[config.mk]
export PLATFORM = sky130hd
export DESIGN_NAME = mrs_rdlat_sched
export DESIGN_NICKNAME = d
export VERILOG_FILES = /design/src/rtl/mrs_pkg.sv /design/src/rtl/mrs_field_decode.sv /design/src/rtl/mrs_cfg_reg.sv /design/src/rtl/rdlat_pipe.sv /design/src/rtl/mrs_rdlat_sched.sv
export SDC_FILE = /design/constraint.sdc
export NUM_CORES = 1
export LEC_CHECK = 0
export ABC_AREA = 1
export BUFFER_PORTS_ARGS = -buffer_cell sky130_fd_sc_hd__buf_2
export CORE_ASPECT_RATIO = 0.5
export CORE_UTILIZATION = 25
export CTS_CLUSTER_DIAMETER = 60
export DETAILED_ROUTE_END_ITERATION = 16
export HOLD_SLACK_MARGIN = 0.08
export MAX_ROUTING_LAYER = met4
export PLACE_DENSITY = 0.5
export RECOVER_POWER = 50
export SLEW_MARGIN = 20
export SYNTH_ARGS = -nofsm -noshare
export SYNTH_HDL_FRONTEND = slang
export SYNTH_HIERARCHICAL = 1
export SYNTH_SLANG_ARGS = --single-unit
[constraint.sdc]
create_clock -name clk_i -period 2.4 [get_ports clk_i]
set_clock_uncertainty 0.2 [all_clocks]
set_input_delay 0 -clock clk_i [delete_from_list [all_inputs] [get_ports clk_i]]
set_output_delay 0 -clock clk_i [all_outputs]
set_load 0.02 [all_outputs]
[src/rtl/mrs_pkg.sv]
package mrs_pkg;

  // Held mode settings
  typedef struct packed {
    logic [2:0] bl;    // burst-length code
    logic       il;    // 1 = interleaved order
    logic       half;  // 1 = 2.5-clock latency
  } mode_cfg_t;

  localparam logic [2:0] BL_CODE_2  = 3'b001;
  localparam logic [2:0] BL_CODE_4  = 3'b010;
  localparam logic [2:0] BL_CODE_8  = 3'b011;
  localparam logic [2:0] CL_CODE_2  = 3'b010;
  localparam logic [2:0] CL_CODE_25 = 3'b110;

  // Field positions on the address bus
  localparam int BL_LSB = 0;
  localparam int BT_POS = 3;
  localparam int CL_LSB = 4;
  localparam int OP_LSB = 7;
  localparam int DLL_POS = 8;

  // Latency in ticks (two ticks per memory clock)
  localparam int LAT_FULL_TICKS = 4;
  localparam int LAT_HALF_TICKS = 5;

  localparam mode_cfg_t RESET_CFG = '{bl: BL_CODE_2, il: 1'b0, half: 1'b0};

endpackage

[src/rtl/mrs_field_decode.sv]
module mrs_field_decode
  import mrs_pkg::*;
#(
  parameter int ADDR_W = 14
) (
  input  logic [ADDR_W-1:0] addr_i,
  output mode_cfg_t         cand_o,
  output logic              bad_o,
  output logic              dll_req_o
);

  localparam int OP_W = ADDR_W - OP_LSB;
  localparam logic [OP_W-1:0] OP_NORMAL = '0;
  localparam logic [OP_W-1:0] OP_DLL    = OP_W'(1) << (DLL_POS - OP_LSB);

  logic [2:0]      bl_code;
  logic [2:0]      cl_code;
  logic [OP_W-1:0] op_code;
  logic            bl_bad, cl_bad, op_bad;

  assign bl_code = addr_i[BL_LSB +: 3];
  assign cl_code = addr_i[CL_LSB +: 3];
  assign op_code = addr_i[ADDR_W-1:OP_LSB];

  always_comb begin
    case (bl_code)
      BL_CODE_2, BL_CODE_4, BL_CODE_8: bl_bad = 1'b0;
      default:                         bl_bad = 1'b1;
    endcase
  end

  always_comb begin
    case (cl_code)
      CL_CODE_2, CL_CODE_25: cl_bad = 1'b0;
      default:               cl_bad = 1'b1;
    endcase
  end

  always_comb begin
    op_bad    = 1'b1;
    dll_req_o = 1'b0;
    if (op_code == OP_NORMAL) begin
      op_bad = 1'b0;
    end else if (op_code == OP_DLL) begin
      op_bad    = 1'b0;
      dll_req_o = 1'b1;
    end
  end

  assign bad_o       = bl_bad | cl_bad | op_bad;
  assign cand_o.bl   = bl_code;
  assign cand_o.il   = addr_i[BT_POS];
  assign cand_o.half = (cl_code == CL_CODE_25);

endmodule

[src/rtl/mrs_cfg_reg.sv]
module mrs_cfg_reg
  import mrs_pkg::*;
(
  input  logic      clk_i,
  input  logic      rst_ni,
  input  logic      load_ok_i,
  input  mode_cfg_t cand_i,
  input  logic      bad_i,
  input  logic      dll_req_i,
  output mode_cfg_t cfg_o,
  output logic      err_o,
  output logic      dll_pulse_o
);

  mode_cfg_t cfg_q, cfg_d;
  logic      err_q, err_d;
  logic      dll_q, dll_d;

  always_comb begin
    cfg_d = cfg_q;
    err_d = err_q;
    dll_d = 1'b0;
    if (load_ok_i) begin
      if (bad_i) begin
        err_d = 1'b1;
      end else begin
        cfg_d = cand_i;
        dll_d = dll_req_i;
      end
    end
  end

  always_ff @(posedge clk_i or negedge rst_ni) begin
    if (!rst_ni) begin
      cfg_q <= RESET_CFG;
      err_q <= 1'b0;
      dll_q <= 1'b0;
    end else begin
      cfg_q <= cfg_d;
      err_q <= err_d;
      dll_q <= dll_d;
    end
  end

  assign cfg_o       = cfg_q;
  assign err_o       = err_q;
  assign dll_pulse_o = dll_q;

endmodule

[src/rtl/rdlat_pipe.sv]
module rdlat_pipe #(
  parameter int LAT_FULL = 4,
  parameter int LAT_HALF = 5
) (
  input  logic clk_i,
  input  logic rst_ni,
  input  logic launch_i,
  input  logic half_sel_i,
  output logic first_o,
  output logic first_half_o
);

  localparam int LANES = 2;

  logic [LANES-1:0] tap;
  logic             first_q, first_d;
  logic             half_q, half_d;

  for (genvar v = 0; v < LANES; v++) begin : g_lane
    localparam int D = (v == 0) ? LAT_FULL : LAT_HALF;
    logic [D-1:0] sr_q, sr_d;
    logic         lane_sel;

    assign lane_sel = (v == 1) ? half_sel_i : ~half_sel_i;

    always_comb begin
      sr_d    = sr_q << 1;
      sr_d[0] = launch_i & lane_sel;
    end

    always_ff @(posedge clk_i or negedge rst_ni) begin
      if (!rst_ni) sr_q <= '0;
      else         sr_q <= sr_d;
    end

    assign tap[v] = sr_q[D-1];
  end

  always_comb begin
    first_d = |tap;
    half_d  = tap[1];
  end

  always_ff @(posedge clk_i or negedge rst_ni) begin
    if (!rst_ni) begin
      first_q <= 1'b0;
      half_q  <= 1'b0;
    end else begin
      first_q <= first_d;
      half_q  <= half_d;
    end
  end

  assign first_o      = first_q;
  assign first_half_o = half_q;

endmodule

[src/rtl/mrs_rdlat_sched.sv]
module mrs_rdlat_sched
  import mrs_pkg::*;
#(
  parameter int ADDR_W = 14,
  parameter int BANK_W = 2
) (
  input  logic              clk_i,
  input  logic              rst_ni,
  input  logic              rise_i,
  input  logic              load_i,
  input  logic              read_i,
  input  logic [BANK_W-1:0] bank_i,
  input  logic [ADDR_W-1:0] addr_i,
  output logic [2:0]        bl_code_o,
  output logic              interleave_o,
  output logic              half_lat_o,
  output logic              dll_reset_o,
  output logic              cfg_err_o,
  output logic              first_data_o,
  output logic              first_half_o
);

  // Reset: asserted asynchronously, released on a clock edge
  logic [1:0] rst_sync_q;
  logic       rst_n_int;

  always_ff @(posedge clk_i or negedge rst_ni) begin
    if (!rst_ni) rst_sync_q <= 2'b00;
    else         rst_sync_q <= {rst_sync_q[0], 1'b1};
  end
  assign rst_n_int = rst_sync_q[1];

  // Command qualification
  logic load_ok, read_ok;
  assign load_ok = rise_i & load_i & (bank_i == '0);
  assign read_ok = rise_i & read_i;

  mode_cfg_t cand, cfg;
  logic      bad, dll_req;

  mrs_field_decode #(.ADDR_W(ADDR_W)) u_dec (
    .addr_i    (addr_i),
    .cand_o    (cand),
    .bad_o     (bad),
    .dll_req_o (dll_req)
  );

  mrs_cfg_reg u_cfg (
    .clk_i       (clk_i),
    .rst_ni      (rst_n_int),
    .load_ok_i   (load_ok),
    .cand_i      (cand),
    .bad_i       (bad),
    .dll_req_i   (dll_req),
    .cfg_o       (cfg),
    .err_o       (cfg_err_o),
    .dll_pulse_o (dll_reset_o)
  );

  // The latency in force before this edge steers the read
  rdlat_pipe #(
    .LAT_FULL (LAT_FULL_TICKS),
    .LAT_HALF (LAT_HALF_TICKS)
  ) u_pipe (
    .clk_i        (clk_i),
    .rst_ni       (rst_n_int),
    .launch_i     (read_ok),
    .half_sel_i   (cfg.half),
    .first_o      (first_data_o),
    .first_half_o (first_half_o)
  );

  assign bl_code_o    = cfg.bl;
  assign interleave_o = cfg.il;
  assign half_lat_o   = cfg.half;

endmodule

==> Yosys cells after proc, flatten, opt, wreduce, memory -nomap -nowiden <==
Index checks and enable logic that the tools add are counted.
{ "classes": {"add_sub_neg": 0, "n_mul": 0, "n_div": 0, "order_cmp": 0, "n_eq_ne": 6, "shifts": 0, "mux": 8, "bitwise_logic": 9, "reduce_logical": 7} }
{ "ops": {"columns": ["op", "count"], "rows": [
  ["3-bit by 2-bit equality test with 1-bit output (second input constant)", 3],
  ["1-bit two-way mux", 8],
  ["7-bit by 2-bit equality test with 1-bit output (second input constant)", 1],
  ["7-bit logical NOT", 1],
  ["1-bit AND", 5],
  ["2-bit AND reduction", 2],
  ["2-bit OR reduction", 2],
  ["3-bit by 1-bit equality test with 1-bit output (second input constant)", 1],
  ["3-bit equality test (second input constant)", 1],
  ["3-bit OR reduction", 1],
  ["2-bit logical NOT", 1],
  ["1-bit NOT", 2],
  ["1-bit bitwise OR", 2]
]} }
{ "word_totals": {"regBits": 20, "latchBits": 0, "ramBits": 0, "mem_bits_ro": 0, "in_bits": 21, "output_inout_bits": 9, "wordCells": 40, "n_memories": 0} }

==> Longest topological paths before layout <==
Gate-level depths: netlist of the first run.
{ "logic_depth": {"word_depth": 7, "ltp_mapped": 8, "ltp_nobuf": 8} }

==> Hierarchy <==
The synthesis of the first run kept the hierarchy.
{ "modules_own_cells": {"columns": ["mod", "n_inst", "cells_per_inst", "area_each_um2", "seq_area_each_um2"], "rows": [
  ["rdlat_pipe", 1, 18, 304.0, 275.3],
  ["mrs_cfg_reg", 1, 27, 264.0, 176.4],
  ["mrs_field_decode", 1, 22, 107.6, 0.0],
  ["mrs_rdlat_sched", 1, 10, 80.1, 50.0]
]} }

==> Worst setup path before layout of the first run <==
Ideal clock, no wire load.
{ "synth_path": {"kind": "input to register", "start": "in addr_i[7]", "end": "reg u_cfg.cfg_q (netlist bit u_cfg/cfg_o[0])", "setup_ns": 0.117, "arrival_time_ns": 0.693, "required_ns": 2.083, "path_slack_ns": 1.389, "stages": 7, "path_buffers": 0, "path_cell_list": "or2_1 -> nor2_1 -> nand2_1 -> inv_1 -> nand2_2 -> nand2_1 -> nand2_1"} }
{ "synth_via": {"elab_chain_cells": 6, "elab_cells_between_ends": 7, "classes_between": "eq/ne (1); mux (2); bitwise (2); reduce/logical (2)"} }
{ "synth_lines": {"columns": ["item", "line", "rtl"], "rows": [
  ["from (decl)", "mrs_rdlat_sched.sv:13", "input logic [ADDR_W-1:0] addr_i,"],
  ["7-bit by 2-bit equality test with 1-bit output", "mrs_field_decode.sv:44", "end else if (op_code == OP_DLL) begin"],
  ["1-bit two-way mux", "mrs_field_decode.sv:44", null],
  ["1-bit two-way mux (*)", "mrs_field_decode.sv:42", "if (op_code == OP_NORMAL) begin"],
  ["1-bit bitwise OR (*)", "mrs_field_decode.sv:50", "assign bad_o = bl_bad | cl_bad | op_bad;"],
  ["named net bad", "mrs_rdlat_sched.sv:39", "logic bad, dll_req;"],
  ["1-bit NOT (no source line) (*)", null, null],
  ["2-bit AND reduction (no source line) (*)", null, null],
  ["to (signal assigned)", "mrs_cfg_reg.sv:39", "cfg_q <= cfg_d;"],
  ["to (decl)", "mrs_cfg_reg.sv:15", "mode_cfg_t cfg_q, cfg_d;"]
]} }
The timed path passes the listed nets; every way through them passes the cells marked *.
A chain may end at the register's enable or synchronous reset.

==> Worst setup path in the final report of the first run <==
{ "layout_path": {"start": "in addr_i[12]", "end": "reg u_cfg.dll_q, in the netlist u_cfg/dll_pulse_o"} }
{ "layout_via": {"elab_cells_between_ends": 9, "classes_between": "eq/ne (1); mux (6); bitwise (1); reduce/logical (1)"} }
{ "layout_lines": {"columns": ["item", "line", "rtl"], "rows": [
  ["7-bit by 2-bit equality test with 1-bit output", "mrs_field_decode.sv:44", null],
  ["1-bit two-way mux", "mrs_field_decode.sv:44", null],
  ["1-bit two-way mux (*)", "mrs_field_decode.sv:42", null],
  ["named net dll_req", "mrs_rdlat_sched.sv:39", null],
  ["1-bit two-way mux (*)", "mrs_cfg_reg.sv:24", "if (bad_i) begin"],
  ["1-bit two-way mux (*)", "mrs_cfg_reg.sv:23", "if (load_ok_i) begin"],
  ["named net u_cfg.dll_d", "mrs_cfg_reg.sv:17", "logic dll_q, dll_d;"],
  ["to (signal assigned)", "mrs_cfg_reg.sv:41", "dll_q <= dll_d;"],
  ["to (decl)", "mrs_cfg_reg.sv:17", null]
]} }
Marks and branches as above.

==> reports/metrics.cfg, run 1 <==
[worst_hold_path]
hp-start=addr_i[11]
hold-path-cell-count=6
hp-class=in -> reg

[timing]
rsz0062_at_grt=no
max_freq_ghz=0.4578
fin_tns_setup_ns=0
whs_ns=0.01271
setup_viol=0
finalWorstSetupSlack_ns=0.2158
min_period_over_period_pct=91.01
worst_pin_slew_ns=0.7184
hold_violations=0
max-slew-margin-rel_pct=52.11
min_period_ns=2.184
slew_viol_final=0

[cts]
cts_tree=yes
cts_buffer_depth=2
cts-root-buf=clkbuf_8
htree_levels=1
cts.clk_slew.worst_paths_ns=0.07
clock_latency_ns=0.25
cts_sinks=20
cts_buffers=3

[synthesis]
synth_mux_area_share_pct=0
synth_compound_area_share_pct=0.9934
synth_fp_nets=98
synth_cell_types=14
synthCells=77
avgSynthCellArea_um2=9.815
ys_seq_elements=20
ys_warn_count=6
yosys.area_share.adder_pct=0
ys_seq_area_share_pct=66.39
synth_simple_gate_area_share_pct=22.19
synthesis.area_um2=755.7
synth_top_family_by_area=simple AND/OR/NAND/NOR gates
synth_xor_area_share_pct=0

[finish]
multi_input_area_um2=181.4
regArea_um2=501.7
area_growth_pct=56.13
fin_nets=151
num-fill-cells=271
final_util_pct=43.18
drive_above_1_share_pct=24.03
diodes=0

[critical_path]
worstSetupPathType=in -> reg
crit_fanout=2
start_kind=input pin
r2r_cells=0
endpoint_kind=register
crit_path_start=addr_i[12]
cp.required_ns=2.38
crit_arrival_ns=2.17
r2r_start=rst_sync_q[1]

[place]
port_buffers=29
hpwlAfterDp_um=990.8
preCtsSetupSlack_ns=1.159
gp_congestion=0.7589

[drt]
drt_wl_total_mm=1.584
wire_per_inst_um=9.542
ant_nets=0
drc=0
drt_iter0_markers=16
first_pass_iters=4
num_vias=631
routed_via_density=3.801

[global_routing]
grt_max_degree=19
grt_antenna_before_repair=0
grt_pass1_vias=582
grt_pass1_wl_mm=2.463
grtUsageTotal_pct=11.26
grt_overflow=0

[die]
die_area_um2=3260
fp.dieH_um=40.88
die_x_um=79.76
core_area_um2=2733
io_pins=30
rows=13
initial_core_util_pct=27.66

[run_status]
status=finished clean

[power]
p_total_uw=627.3
power_density_nw_per_um2=531.7
peakVddDrop_mv=0.2549
p_leak_nw=0.6308

[job]
maxCapViolations=0

[sequential cells by signal, indices dropped and copies added (netlist names)]
name / flops
u_pipe/first_o: 1
u_pipe/g_lane.sr_q: 9
u_cfg/cfg_o: 5
rst_sync_q: 2
u_cfg/dll_pulse_o: 1
u_cfg/err_o: 1
u_pipe/first_half_o: 1
[metal layers]
layer	GRT usage, %	vias up	part of all wire [%]
met2	20.73	21	50
met3	4.667	0	4.2
met5	-	-	0
met4	1.339	0	0
li1	-	327	-
met1	12.30	283	46
[stage by stage]
stage               std cells  cell area [um2]
detailed placement        139            917.1
floorplan                  77            755.7
global placement          139            917.1
CTS                       168             1212
global route              166             1180
finish                    166             1180
[layout make-up]
class | instances | area share [%]
clock buffer | 4 | 3.818
inverter | 12 | 3.818
multi-input combinational | 41 | 15.38
sequential | 20 | 42.52
tap | 37 | 3.924
timing repair buffer | 52 | 30.54
[power breakdown]
| part | total, mW | switching [mW] | internal [mW] |
|---|---|---|---|
| clock network | 0.216 | 0.0984 | 0.118 |
| registers | 0.352 | 0.00768 | 0.344 |
| logic | 0.0593 | 0.0216 | 0.0377 |
[worst paths after layout]
kind	to	slack, ns
max in group asynchronous	u_cfg/err_o	1.45
worst min register to register	u_cfg/dll_pulse_o	0.10
worst max-delay path	u_cfg/dll_pulse_o	0.22
worst max register to register	u_cfg/err_o	1.45
min in group asynchronous	u_cfg/dll_pulse_o	0.10
worst min-delay path	u_cfg/err_o	0.01
[worst max-delay path: stages]
cell	delay [ns]
dlygate4sd3_1	0.53
buf_2	0.12
nor2_1	0.11
dlygate4sd3_1	0.56
nand2_1	0.04
dlygate4sd3_1	0.55
nor2_1	0.10
inv_1	0.04
nor2_1	0.10
[layout by cell type, fill, tap and decap left out, drive strengths merged, types with 6 or more instances in the layout]
master       instances
buf                 23
clkbuf              12
dfrtp               19
dlygate4sd3         21
inv                 12
nand2               19
nand3                6
nor2                11
[Yosys cell counts, drive strengths merged]
library cell	number	area, um2
conb	1	3.750
dfstp	1	26.28
nor2	11	43.80
dfrtp	19	475.5
a21o	1	7.510
nand2	19	73.82
buf	4	30.03
and3	1	6.260
inv	12	45.04
or2	1	6.260
nand3	6	30.03
nand3b	1	7.510
[repair_timing]
item | 4_1_cts | 5_1_grt
setup endpoints to repair | 0 | 6
gates resized for setup | 0 | 2
setup buffers | 0 | 2
hold buffers | 25 | 2
endpoints found under the hold margin | 11 | 5
[kinds of logic after synthesis]
group                  after synthesis
DFF                                 20
other                                1
and+or+nand+nor                     39
buffers and inverters               16
AOI/OAI and AO/OA                    1
Power figures use the tool's default switching activity.
==> inputs of run 2 (changes only) <==
--- a/config.mk
+++ b/config.mk
@@ -5,7 +5,6 @@
 export SDC_FILE = /design/constraint.sdc
 export NUM_CORES = 1
 export LEC_CHECK = 0
-export ABC_AREA = 1
 export BUFFER_PORTS_ARGS = -buffer_cell sky130_fd_sc_hd__buf_2
 export CORE_ASPECT_RATIO = 0.5
 export CORE_UTILIZATION = 25
@@ -14,7 +13,6 @@
 export HOLD_SLACK_MARGIN = 0.08
 export MAX_ROUTING_LAYER = met4
 export PLACE_DENSITY = 0.5
-export RECOVER_POWER = 50
 export SLEW_MARGIN = 20
 export SYNTH_ARGS = -nofsm -noshare
 export SYNTH_HDL_FRONTEND = slang
==> constraint.sdc (replaced) <==
create_clock -name clk_i -period 2.4 [get_ports clk_i]
set_clock_uncertainty 0.2 [all_clocks]
set_input_delay 0 -clock clk_i [delete_from_list [all_inputs] [get_ports clk_i]]
set_output_delay 0 -clock clk_i [all_outputs]
set_load 0.01 [all_outputs]
==> reports/metrics.cfg, run 2 <==
[synthesis]
yosysTopAreaCellShare_pct=63.87  ; +0.95 points
avgSynthCellArea_um2=16.18  ; +65%
synth_top_area_cell=dfrtp_1
ys_warn_count=6  ; unchanged
synthTopCellsByArea=dfrtp_1, mux2_4, buf_4, dfstp_2, and2_2
async_reset_ff_share_pct=100.0  ; unchanged
synthTopCellsByCount=dfrtp_1, mux2_4, buf_4, and2_2, nor2_1
synthCells=46  ; -40%
synth_cell_types=19  ; +5
ys_seq_elements=20  ; unchanged
yosys.cell_count.top_type=dfrtp_1
synth_fp_nets=67  ; -32%
synth_edf_count=0  ; unchanged
ys.flop_type=dfrtp_1
ys_seq_area_share_pct=67.39  ; +1.0 points
synthesis.area_um2=744.5  ; -1.5%

[cts]
postCtsSetupBuffers=0  ; unchanged
cts_resized=0  ; unchanged
htree_levels=1  ; unchanged
cts-root-buf=clkbuf_8
cts_hold_buf=19  ; -24%
cts_sinks=20  ; unchanged
cts_buffers=3  ; unchanged
cts_buffer_depth=2  ; unchanged
clock_latency_ns=0.25  ; about the same
cts_tree=yes
cts.clk_slew.worst_paths_ns=0.07  ; about the same

[critical_path]
worstSetupPathType=in -> reg
critPathTopFamily=buffers and inverters
crit_fanout=6  ; +4
endpoint_kind=register
r2r_end=u_cfg/cfg_o[0]
start_kind=input pin
cp_slowest_cell=dlygate4sd3_1
crit_path_frequent_cell=dlygate4sd3_1
r2r_start=u_cfg/cfg_o[0]
max_stage_delay_ns=0.61  ; +0.05 ns
cp_cell_sequence=dlygate4sd3_1 -> buf_2 -> nor4_2 -> dlygate4sd3_1 -> nand4b_1 -> nor2b_4 -> mux2_4
r2r_cells=1  ; +1
cp.required_ns=2.34  ; -0.04 ns
crit_arrival_ns=2.23  ; +0.06 ns
cp_num_buf_inv=3  ; -2
ff2ff_setup_slack_ns=1.41  ; -0.04 ns

[run_status]
status=finished clean

[global_routing]
grt_antenna_before_repair=0  ; unchanged
grt_max_degree=19  ; unchanged
grtUsageTotal_pct=9.984  ; -1.3 points
grt_pass1_wl_mm=2.111  ; -14%
grt_overflow=0  ; unchanged
grt_pass1_vias=498  ; -14%

[timing]
rsz0062_at_grt=no
whs_ns=0.08635  ; +0.07364 ns
max_freq_ghz=0.4365  ; -4.7%
hold_violations=0  ; unchanged
fin_tns_setup_ns=0  ; unchanged
setup_viol=0  ; unchanged
worst_pin_slew_ns=0.6850  ; -0.03334 ns
max-slew-margin-rel_pct=54.33  ; +2.2 points
min_period_over_period_pct=95.45  ; +4.4 points
min_period_ns=2.291  ; +0.1067 ns
slew_viol_final=0  ; unchanged

[finish]
final_cell_mix=buf_2, dlygate4sd3_1, dfrtp_1, mux2_4, clkbuf_8
drive_above_1_share_pct=48.39  ; +24 points
fin_nets=115  ; -24%
multi_input_area_um2=201.4  ; +11%
largest_reg_flops=9  ; unchanged
diodes=0  ; unchanged
top_register=u_pipe/g_lane.sr_q
area_growth_pct=55.29
num-fill-cells=258  ; -4.8%
final_common_cell=buf_2
regArea_um2=501.7  ; unchanged

[power]
peakVddDrop_mv=0.2760  ; +8.3%
power_density_nw_per_um2=629.3  ; +18%
p_leak_nw=0.5984  ; -5.1%
p_total_uw=727.5  ; +16%

[drt]
num_vias=516  ; -18%
first_pass_iters=2  ; -2
drt_wl_total_mm=1.395  ; -12%
drt_iter0_markers=26  ; +10
drc=0  ; unchanged
wire_per_inst_um=10.73  ; +12%
routed_via_density=3.969  ; +4.4%
ant_nets=0  ; unchanged

[die]
die_area_um2=3213  ; -1.4%
fp.dieH_um=40.59  ; -0.71%
core_area_um2=2700  ; -1.2%
initial_core_util_pct=27.57  ; -0.084 points
io_pins=30  ; unchanged
die_x_um=79.18  ; -0.73%
rows=13  ; unchanged

[job]
maxCapViolations=0  ; unchanged

[place]
port_buffers=29  ; unchanged
gp_congestion=0.5591  ; -26%

[worst_hold_path]
hp-class=reg -> async

-- run 2: worst max path at each step --
stage	cells after the start	endpoint	start	slack, ns
6_report	7	u_cfg/cfg_o[1]	addr_i[12]	0.11
2_1_floorplan	5	u_cfg/cfg_o[0]	addr_i[7]	1.07
3_3_place_gp	5	u_cfg/cfg_o[0]	addr_i[7]	0.92
4_1_cts	7	u_cfg/cfg_o[1]	addr_i[12]	0.15
3_5_place_dp	5	u_cfg/cfg_o[4]	addr_i[7]	0.83
5_1_grt	7	u_cfg/cfg_o[1]	addr_i[12]	0.0006
-- run 2: layout make-up --
type | count | area share (%)
multi-input combinational | 21 | 17.42
timing repair buffer | 48 | 29.00
sequential | 20 | 43.40
tap | 37 | 4.004
clock inverter | 1 | 2.597
clock buffer | 3 | 3.571
-- run 2: per-stage QoR --
stage / std cells / setup WS (ns) / cell area, um2 / util (%)
final: 130 / 0.1091 / 1156 / 42.82
after global routing: 130 / 0.0005751 / 1156 / 42.82
after CTS: 130 / 0.1521 / 1156 / 42.82
after detailed placement: 107 / 0.8299 / 894.6 / 33.13
after global placement: 107 / 0.9219 / 894.6 / 33.13
after floorplan: 46 / 1.069 / 744.5 / -
-- run 2: routing by layer --
metal | up-vias | global-route usage [%] | share of wire (%)
li1 | 242 | - | -
met1 | 258 | 9.877 | 40
met2 | 14 | 17.89 | 54
met3 | 2 | 4.318 | 4.9
met4 | 0 | 5.000 | 1.4
met5 | - | - | 0
-- run 2: logic make-up (layout without fill, tap and decap cells) --
group / after synthesis / after routing / share of synthesized area, %
other cells: 1 / 1 / 0.5037
simple gates: 14 / 14 / 15.30
mux: 5 / 5 / 10.08
flops: 20 / 20 / 67.40
compound gates: 1 / 1 / 1.177
buf+inv: 5 / 52 / 5.546
-- run 2: report_power, final --
group          total (mW)  switching (mW)  internal, mW
sequential          0.351         0.00715         0.344
combinational      0.0509          0.0148        0.0361
clock               0.325           0.103         0.222
